--- src/rtl/vtg_pkg.sv ---
// Shared constants and types for the video timing generator.
// Assumes the two line standards use 525 and 625 lines per frame.
package vtg_pkg;
    localparam int LINE_W = 10;          // holds line numbers up to 624
    localparam int HALF_W = LINE_W + 1;  // holds half-line numbers up to 1249

    localparam int FRAME_525   = 525;
    localparam int FRAME_625   = 625;
    localparam int SHORT_525   = 262;
    localparam int SHORT_625   = 312;
    localparam int VS_HALF_525 = 18;
    localparam int VS_HALF_625 = 15;
    localparam int EQ_HALF_525 = 6;
    localparam int EQ_HALF_625 = 5;
    localparam int VB_HALF_525 = 40;
    localparam int VB_HALF_625 = 50;

    typedef struct packed {
        logic hdrive;
        logic vdrive;
        logic csync;
        logic cblank;
        logic field_odd;
    } vtg_out_t;
endpackage

--- src/rtl/vtg_hcount.sv ---
// Pixel-clock counter within a line, plus horizontal decode.
// Clock 0 is the leading edge of horizontal sync. Blanking starts FRONT
// clocks before the end of the line. Assumes FRONT < HBLANK < LINE_CLKS/2.
module vtg_hcount #(
    parameter int LINE_CLKS  = 606,
    parameter int HS_W       = 45,
    parameter int FRONT      = 14,
    parameter int HBLANK_525 = 104,
    parameter int HBLANK_625 = 114,
    parameter int HW         = $clog2(LINE_CLKS)
) (
    input  logic          clk,
    input  logic          rst_n,
    input  logic          std_625,
    output logic          line_end,
    output logic          second_half,
    output logic [HW-1:0] hpos,
    output logic          hsync,
    output logic          hblank
);
    localparam logic [HW-1:0] LAST_C   = HW'(LINE_CLKS - 1);
    localparam logic [HW-1:0] HALF_C   = HW'(LINE_CLKS / 2);
    localparam logic [HW-1:0] HS_C     = HW'(HS_W);
    localparam logic [HW-1:0] BL_ON_C  = HW'(LINE_CLKS - FRONT);
    localparam logic [HW-1:0] BL_525_C = HW'(HBLANK_525 - FRONT);
    localparam logic [HW-1:0] BL_625_C = HW'(HBLANK_625 - FRONT);

    logic [HW-1:0] hcnt;

    // Advance the clock-in-line counter, wrapping at the end of the line.
    always_ff @(posedge clk) begin
        if (!rst_n)
            hcnt <= '0;
        else if (hcnt == LAST_C)
            hcnt <= '0;
        else
            hcnt <= hcnt + 1'b1;
    end

    // Decode half-line position, horizontal sync and horizontal blanking.
    always_comb begin
        line_end    = (hcnt == LAST_C);
        second_half = (hcnt >= HALF_C);
        hpos        = second_half ? (hcnt - HALF_C) : hcnt;
        hsync       = (hcnt < HS_C);
        hblank      = (hcnt >= BL_ON_C) ||
                      (hcnt < (std_625 ? BL_625_C : BL_525_C));
    end
endmodule

--- src/rtl/vtg_vcount.sv ---
// Line counter within a frame (interlace) or a field (non-interlace).
// Wraps when a line ends at or beyond the current limit, so a mode change
// that shortens the limit recovers at the next line end.
module vtg_vcount
    import vtg_pkg::*;
(
    input  logic              clk,
    input  logic              rst_n,
    input  logic              line_end,
    input  logic              std_625,
    input  logic              non_interlace,
    input  logic              long_field,
    output logic [LINE_W-1:0] line
);
    logic [LINE_W-1:0] last_line;

    // Select the index of the last line for the current mode.
    always_comb begin
        if (non_interlace)
            last_line = std_625 ? LINE_W'(SHORT_625 - 1 + int'(long_field))
                                : LINE_W'(SHORT_525 - 1 + int'(long_field));
        else
            last_line = std_625 ? LINE_W'(FRAME_625 - 1) : LINE_W'(FRAME_525 - 1);
    end

    // Step the line counter once per line end and return to 0 past the limit.
    always_ff @(posedge clk) begin
        if (!rst_n)
            line <= '0;
        else if (line_end)
            line <= (line >= last_line) ? '0 : line + 1'b1;
    end
endmodule

--- src/rtl/vtg_vdecode.sv ---
// Vertical decode in half-line units.
// Forms the field-relative half-line and decodes from it the vertical sync
// zones, vertical blanking, composite sync and the field flag.
// Assumes that hpos counts clocks within the current half-line.
module vtg_vdecode
    import vtg_pkg::*;
#(
    parameter int LINE_CLKS = 606,
    parameter int HS_W      = 45,
    parameter int EQ_W      = 22,
    parameter int HW        = $clog2(LINE_CLKS)
) (
    input  logic              std_625,
    input  logic              non_interlace,
    input  logic [LINE_W-1:0] line,
    input  logic              second_half,
    input  logic [HW-1:0]     hpos,
    input  logic              hsync,
    input  logic              hblank,
    output vtg_out_t          next_out
);
    localparam logic [HW-1:0] EQ_C    = HW'(EQ_W);
    localparam logic [HW-1:0] BROAD_C = HW'(LINE_CLKS / 2 - HS_W);

    logic [HALF_W-1:0] hidx, fh, field_len, vs_len, eq_len, vb_len;
    logic              in_even, in_vs, in_eq;

    // Map the counters to a half-line inside the current field.
    always_comb begin
        field_len = std_625 ? HALF_W'(FRAME_625)   : HALF_W'(FRAME_525);
        vs_len    = std_625 ? HALF_W'(VS_HALF_625) : HALF_W'(VS_HALF_525);
        eq_len    = std_625 ? HALF_W'(EQ_HALF_625) : HALF_W'(EQ_HALF_525);
        vb_len    = std_625 ? HALF_W'(VB_HALF_625) : HALF_W'(VB_HALF_525);
        hidx      = {line, second_half};
        in_even   = !non_interlace && (hidx >= field_len);
        fh        = in_even ? (hidx - field_len) : hidx;
        in_vs     = (fh < vs_len);
        in_eq     = (fh < eq_len) || (fh >= vs_len - eq_len);
    end

    // Compose the next output word from the zone decode.
    always_comb begin
        next_out.hdrive    = hsync;
        next_out.vdrive    = in_vs;
        next_out.cblank    = hblank || (fh < vb_len);
        next_out.field_odd = !in_even;
        if (!in_vs)
            next_out.csync = hsync;
        else if (in_eq)
            next_out.csync = (hpos < EQ_C);
        else
            next_out.csync = (hpos < BROAD_C);
    end
endmodule

--- src/rtl/video_timing_gen.sv ---
// Top of the video sync and blanking generator.
// Chains the horizontal counter, the line counter and the vertical decode,
// then registers all outputs together. Outputs lag the counters by one clock.
module video_timing_gen
    import vtg_pkg::*;
#(
    parameter int LINE_CLKS  = 606,
    parameter int HS_W       = 45,
    parameter int EQ_W       = 22,
    parameter int FRONT      = 14,
    parameter int HBLANK_525 = 104,
    parameter int HBLANK_625 = 114
) (
    input  logic clk,
    input  logic rst_n,
    input  logic std_625,
    input  logic non_interlace,
    input  logic long_field,
    output logic hdrive,
    output logic vdrive,
    output logic csync,
    output logic cblank,
    output logic field_odd
);
    localparam int HW = $clog2(LINE_CLKS);

    logic              line_end, second_half, hsync, hblank;
    logic [HW-1:0]     hpos;
    logic [LINE_W-1:0] line;
    vtg_out_t          next_out, out_q;

    vtg_hcount #(
        .LINE_CLKS(LINE_CLKS), .HS_W(HS_W), .FRONT(FRONT),
        .HBLANK_525(HBLANK_525), .HBLANK_625(HBLANK_625), .HW(HW)
    ) u_hcount (
        .clk(clk), .rst_n(rst_n), .std_625(std_625),
        .line_end(line_end), .second_half(second_half), .hpos(hpos),
        .hsync(hsync), .hblank(hblank)
    );

    vtg_vcount u_vcount (
        .clk(clk), .rst_n(rst_n), .line_end(line_end), .std_625(std_625),
        .non_interlace(non_interlace), .long_field(long_field), .line(line)
    );

    vtg_vdecode #(
        .LINE_CLKS(LINE_CLKS), .HS_W(HS_W), .EQ_W(EQ_W), .HW(HW)
    ) u_vdecode (
        .std_625(std_625), .non_interlace(non_interlace), .line(line),
        .second_half(second_half), .hpos(hpos), .hsync(hsync),
        .hblank(hblank), .next_out(next_out)
    );

    // Register the decoded outputs; all deasserted in reset.
    always_ff @(posedge clk) begin
        if (!rst_n)
            out_q <= '0;
        else
            out_q <= next_out;
    end

    assign hdrive    = out_q.hdrive;
    assign vdrive    = out_q.vdrive;
    assign csync     = out_q.csync;
    assign cblank    = out_q.cblank;
    assign field_odd = out_q.field_odd;
endmodule

--- config.mk ---
export PLATFORM = sky130hd
export DESIGN_NAME = video_timing_gen
export DESIGN_NICKNAME = d
export VERILOG_FILES = /design/src/rtl/vtg_pkg.sv /design/src/rtl/vtg_hcount.sv /design/src/rtl/vtg_vcount.sv /design/src/rtl/vtg_vdecode.sv /design/src/rtl/video_timing_gen.sv
export SDC_FILE = /design/constraint.sdc
export NUM_CORES = 1
export LEC_CHECK = 0
export ABC_AREA = 0
export BUFFER_PORTS_ARGS = -buffer_cell sky130_fd_sc_hd__buf_4
export CORE_ASPECT_RATIO = 0.6
export CORE_MARGIN = 2
export CORE_UTILIZATION = 28
export CTS_CLUSTER_DIAMETER = 120
export DETAILED_ROUTE_END_ITERATION = 10
export PLACE_DENSITY = 0.54
export REMOVE_ABC_BUFFERS = 1
export SYNTH_ARGS = -nofsm -noshare
export SYNTH_HDL_FRONTEND = slang
export SYNTH_SLANG_ARGS = --single-unit
--- constraint.sdc ---
create_clock -name clk -period 8.6 [get_ports clk]
set_input_delay 0.43 -clock clk [delete_from_list [all_inputs] [get_ports clk]]
set_output_delay 0.43 -clock clk [all_outputs]
set_load 0.005 [all_outputs]
==> qor.txt, run 1 <==
H-Tree Depth -> 1
Mean area per synthesized cell -> 8.10 µm²
Leakage power -> 1.15 nW
Max-slew violations -> 0
Min Tclk post-route -> 4.19 ns
PwrDens -> 90.7 nW/µm²
CTS max path bufs -> 2
Row Count -> 27
I/O pins -> 10
Layout Nets -> 359
Routed WL -> 7.08 mm
CTS tree -> yes
Drt wl/cell -> 16.3 µm
R2R Setup Slk -> 4.41 ns
Setup bufs post-CTS -> 0
EDFF count, synth -> 0
Share of cells above drive strength 1 -> 10.1%
Worst slew pin tran -> 1.02 ns
Reg clk slew, reported paths -> 0.06 ns
Crit-path max cell delay -> 0.48 ns
Hold buffers post-CTS -> 0
Fmax -> 239 MHz
Post-cts resize count -> 0
Max-cap viol count -> 0
Reg2reg end -> cblank$_SDFF_PN0_
Detailed-route via count -> 2367
Sequential-to-total area share from yosys stat -> 19.2%
Vias in the first global route -> 2130
Crit Path Class -> flip-flop to flip-flop
IO Port Bufs -> 9
Synth cell types -> 69
Area post-placement -> 2730 µm²
Initial Utilization -> 28.6%
DIE HEIGHT -> 78.8 µm
Fin Setup TNS -> 0 ns
First-pass GRT wire length -> 11.8 mm
Post-Syn Instances -> 322
Avg Vias per Cell -> 5.45
Crit Reg-Reg Startpoint -> u_hcount.hcnt[1]$_SDFF_PP0_
Drt first pass iters -> 5
CP max-delay cell -> dfxtp_1
WHS Path Cells -> 2
Antenna Nets Post-Route -> 0
Worst path arrival time -> 4.32 ns
Worst EP required -> 8.73 ns
Root buffer cell -> clkbuf_16
CTS Sinks -> 25
Worst skew pair latency -> 0.25 ns
Critical path fanouts, max -> 9
Finish-stage setup viols -> 0
First-iteration detailed-routing DRC count -> 247
Cell repeated most along the worst path -> ha_1
Gr ovfl total -> 0
Util after Layout -> 30.8%
HP Class -> input pin to flip-flop
Critical path launch point type -> flip-flop
CP Cell Sequence -> ha_1 > nand3_1 > a21o_1 > nand2b_1 > ha_1 > nand4_1 > a2111o_1 > and2_4 > nand2_1 > mux2_2 > ha_1 > inv_1 > o311a_1 > o2111ai_1 > a21boi_0
Slew margin rel. -> 31.2%
Outcome -> complete, no violations
GRT Resource Usage Total -> 14.5%
Final hold violations -> 0
Final worst slack -> 4.41 ns
Layout fillers -> 957
Worst Skew -> 0.00253 ns
Synth Cell Area -> 2610 µm²
Unrepaired setup endpoints after global routing -> no
DP HPWL -> 5.55 mm
Drt drc -> 0
Hold Startpoint -> rst_n
Ys async rst share -> 0%
Reg2reg path depth -> 15
Synth Warn # -> 0
CP Capture Type -> flip-flop
WHS Endpoint -> vdrive$_SDFF_PN0_
Final Cell Area -> 2810 µm²
VDD IR max -> 62.7 µV
Syn-to-layout area delta -> 7.67%
Pre-CTS setup slack -> 4.50 ns
Core ar. -> 9120 µm²
Die area -> 10100 µm²
Top_reg_cell synth -> dfxtp_1
Largest net degree at the start of global routing -> 19
N_diodes -> 0
Die Width -> 129 µm
Fin crit share -> 48.7%
Antenna violations before repair -> 0
Yosys reg bits -> 25
Total CTS buffers -> 3
Final GP Congestion -> 0.958
## synth_stat cells (6+ instances only)
cell | n | area, µm²
clkbuf_1 | 6 | 22.5
nor2_1 | 36 | 135
o21ai_0 | 11 | 55.1
o21a_1 | 6 | 45.0
nand3_1 | 7 | 35.0
xor2_1 | 14 | 123
a21oi_1 | 17 | 85.1
inv_1 | 19 | 71.3
and3_1 | 6 | 37.5
dfxtp_1 | 25 | 500
xnor2_1 | 9 | 78.8
nand2_1 | 17 | 63.8
ha_1 | 35 | 438
nand4_1 | 9 | 56.3
## cell families (layout without fill, tap and decap cells)
| group | count (synthesis) | count (layout) | share of synthesized area, % |
|---|---|---|---|
| buffers and inverters | 36 | 32 | 6.23 |
| muxes | 7 | 7 | 2.78 |
| and+or+nand+nor | 115 | 115 | 24.8 |
| adders and majority gates | 35 | 35 | 16.8 |
| xor gates and xnor gates | 23 | 23 | 7.72 |
| DFF | 25 | 25 | 19.2 |
| AOI/OAI and AO/OA | 81 | 81 | 22.5 |
## cell usage in the layout, fill, tap and decap left out, types with 3 or more instances in the layout
master and n:
o211ai_1 4, a21o_1 5, o21ai_0 11, nor2b_1 3, nand3_1 7, o31ai_1 5, mux2i_1 5, nor4_1 3
nand2_1 17, buf_4 9, nor2_1 36, clkbuf_16 3, nand4_1 9, inv_1 19, dfxtp_1 25, nand4b_1 3
o21a_1 6, ha_1 35, a21oi_1 17, o31a_1 3, o2111ai_1 4, xor2_1 14, o22ai_1 3, xnor2_1 9
nand2b_1 4, and3_1 6, nor3b_1 4
## final cells by class
| type | instances | area, µm² | share of cell area [%] |
|---|---|---|---|
| inverters | 19 | 71.3 | 2.54 |
| clock buffers | 4 | 78.8 | 2.81 |
| well taps | 116 | 145 | 5.17 |
| repair buffers | 9 | 67.6 | 2.41 |
| flip-flops and latches | 25 | 500 | 17.8 |
| multi-input cells | 261 | 1950 | 69.3 |
## critical path, delay by kind of cell, from the launching register on
kind	cells	cell delay, ns
AO/OA/AOI/OAI	5	1.33
adder cells (fa/ha/maj)	3	0.94
buffers and inverters	1	0.05
flip-flops	1	0.48
multiplexers	1	0.41
AND/OR/NAND/NOR	5	0.86
## stage by stage
| step | instances | power [mW] | hold slack (ns) |
|---|---|---|---|
| detailed placement | 430 | 0.156 | 0.509 |
| finish | 434 | 0.255 | 0.493 |
| global placement | 430 | 0.156 | 0.503 |
| CTS | 434 | 0.257 | 0.491 |
| global route | 434 | 0.268 | 0.493 |
| floorplan | 305 | 0.143 | 0.475 |
## flip-flops by register name, summed over array words and instances (netlist names)
signal	count
cblank	1
csync	1
field_odd	1
hdrive	1
u_hcount.hcnt	10
u_vcount.line	10
vdrive	1
## routing by layer
metal | track usage, % | share of wire (%) | up-vias | routed length, µm
li1 | - | - | 1176 | -
met1 | 24.9 | 57 | 1108 | 4030
met2 | 18.1 | 35 | 81 | 2490
met3 | 2.16 | 7.5 | 2 | 534
met4 | 2.39 | 0.47 | 0 | 33
met5 | 0 | 0 | - | 0
## power breakdown
group	total, mW	switching [mW]	internal (mW)
Combinational	0.0324	0.0191	0.0133
Sequential	0.122	0.00342	0.118
Clock	0.101	0.0375	0.0632
## how the worst max path moves through the flow
stage	start	endpoint	slack (ns)
floorplan	u_hcount.hcnt[0]$_SDFF_PP0_	cblank$_SDFF_PN0_	5.02
global placement	u_hcount.hcnt[1]$_SDFF_PP0_	vdrive$_SDFF_PN0_	4.55
detailed placement	u_hcount.hcnt[1]$_SDFF_PP0_	cblank$_SDFF_PN0_	4.50
CTS	u_hcount.hcnt[1]$_SDFF_PP0_	cblank$_SDFF_PN0_	4.46
global route	u_hcount.hcnt[0]$_SDFF_PP0_	cblank$_SDFF_PN0_	4.17
finish	u_hcount.hcnt[1]$_SDFF_PP0_	cblank$_SDFF_PN0_	4.41
Note: power is estimated with default switching activity, not from simulation.
==> run 2, diff against run 1 <==
==> constraint.sdc (replaced) <==
create_clock -name clk -period 4.1 [get_ports clk]
set_input_delay 0.205 -clock clk [delete_from_list [all_inputs] [get_ports clk]]
set_output_delay 0.205 -clock clk [all_outputs]
set_load 0.005 [all_outputs]
==> run 2 against run 1 <==
  * Maximum frequency is 13% higher
  * Combinational power is 130% higher
  * Sequential power is 110% higher
  * Register-to-register slack worse by 4.0 ns
  * Die area is the same
  * Setup slack got worse by 4.0 ns
  * Largest power group unchanged
  * Sequential share of layout area fell by 0.66 points
  * Core utilization grew 1.2 points
  * First-iteration DRC count increased by 9.3%
  * Largest cell class unchanged
  * Non-clock buffer count increased by 14
==> qor.txt, run 2 (synthesized netlist as in run 1, its figures left out) <==
Outcome -> complete, no violations
Critical path fanouts, max -> 7
Post-cts resize count -> 0
Die Width -> 129 µm
Pre-CTS setup slack -> 0.428 ns
Core ar. -> 9120 µm²
Final GP Congestion -> 0.890
Crit Path Class -> flip-flop to flip-flop
Syn-to-layout area delta -> 11.8%
Setup bufs post-CTS -> 0
GRT Resource Usage Total -> 15.8%
Max-cap viol count -> 0
CTS Sinks -> 25
Worst Skew -> 0.00726 ns
Avg Vias per Cell -> 5.42
Final Cell Area -> 2920 µm²
Routed WL -> 7.79 mm
Critical path launch point type -> flip-flop
Fin Setup TNS -> 0 ns
Vias in the first global route -> 2173
Root buffer cell -> clkbuf_16
IO Port Bufs -> 9
CTS tree -> yes
Slew margin rel. -> 58.3%
Largest net degree at the start of global routing -> 18
Final hold violations -> 0
First-pass GRT wire length -> 12.5 mm
Worst EP required -> 4.25 ns
Row Count -> 27
Biggest regs -> u_hcount.hcnt (10), u_vcount.line (10)
Max-slew violations -> 0
Drt first pass iters -> 4
Commonest non-fill, non-tap cell in the layout -> nor2_1
Leading cell types in the layout, fill and taps excluded -> nor2_1, ha_1, dfxtp_1, buf_4, inv_1
Total power -> 0.560 mW
Fin crit share -> 90.7%
Worst path arrival time -> 3.87 ns
PwrDens -> 192 nW/µm²
Min Tclk post-route -> 3.72 ns
Worst skew pair latency -> 0.27 ns
Drt drc -> 0
CP Capture Type -> flip-flop
Area post-placement -> 2840 µm²
Die area -> 10100 µm²
HP Class -> input pin to flip-flop
Initial Utilization -> 28.6%
Total CTS buffers -> 3
Hold buffers post-CTS -> 0
Layout Nets -> 373
VDD IR max -> 172 µV
DP HPWL -> 6.19 mm
First-iteration detailed-routing DRC count -> 270
Detailed-route via count -> 2428
Fmax -> 269 MHz
Finish-stage setup viols -> 0
Antenna Nets Post-Route -> 0
Drt wl/cell -> 17.4 µm
Worst slew pin tran -> 0.625 ns
Gr ovfl total -> 0
Leakage power -> 1.22 nW
Antenna violations before repair -> 0
Share of cells above drive strength 1 -> 14.2%
N_diodes -> 0
I/O pins -> 10
H-Tree Depth -> 1
CTS max path bufs -> 2
Unrepaired setup endpoints after global routing -> no
Final worst slack -> 0.382 ns
Reg clk slew, reported paths -> 0.08 ns
DIE HEIGHT -> 78.8 µm
run 2: changes by cell type in the layout (fill, tap and decap cells not counted):
cell        change
buf_4          +14
clkbuf_1        -1
clkinvlp_4      +1
run 2: metal layers:
layer,up-vias,share of wire [%],GRT usage [%],routed length [µm]
li1,1199,-,-,-
met1,1149,56,28.1,4340
met2,78,35,19.5,2730
met3,2,9.0,1.75,698
met4,0,0.32,1.74,25
met5,-,0,0,0
run 2: stage by stage:
stage | std cells | utilization [%] | hold slack (ns)
CTS | 448 | 32.0 | 0.241
detailed placement | 444 | 31.1 | 0.517
floorplan | 305 | - | 0.327
global placement | 444 | 31.1 | 0.501
global route | 448 | 32.0 | 0.268
finish | 448 | 32.0 | 0.256
run 2: final cells by class:
class / count / area [µm²]
well taps: 116 / 145
fillers: 987 / 6200
inverters: 19 / 71.3
clock buffers: 3 / 75.1
multi-input cells: 261 / 1950
clock inverters: 1 / 7.51
repair buffers: 23 / 173
flip-flops and latches: 25 / 500
run 2: path summary, 6_finish.rpt:
| check | from | end | slack (ns) | depth (start not counted) |
|---|---|---|---|---|
| setup / recovery | u_hcount.hcnt[1]$_SDFF_PP0_ | cblank$_SDFF_PN0_ | 0.38 | 15 |
| hold / removal | rst_n | vdrive$_SDFF_PN0_ | 0.26 | 2 |
| setup reg to reg | u_hcount.hcnt[1]$_SDFF_PP0_ | cblank$_SDFF_PN0_ | 0.38 | 15 |
| hold reg to reg | u_hcount.hcnt[0]$_SDFF_PP0_ | u_hcount.hcnt[0]$_SDFF_PP0_ | 0.53 | 1 |
run 2: worst max-delay path: stages, from the launching register on:
cell and delay (ns):
dfxtp_1 0.47, ha_1 0.22, nand3_1 0.15, a21o_1 0.24, nand2b_1 0.11, ha_1 0.15, nand4_1 0.10, a2111o_1 0.40
and2_4 0.19, nand2_1 0.19, mux2_2 0.41, ha_1 0.33, inv_1 0.05, o311a_1 0.34, o2111ai_1 0.17, a21boi_0 0.10
run 2: where the power goes:
part / internal, mW / switching [mW]
logic: 0.0303 / 0.0428
clock network: 0.133 / 0.102
registers: 0.248 / 0.00482
total: 0.411 / 0.149
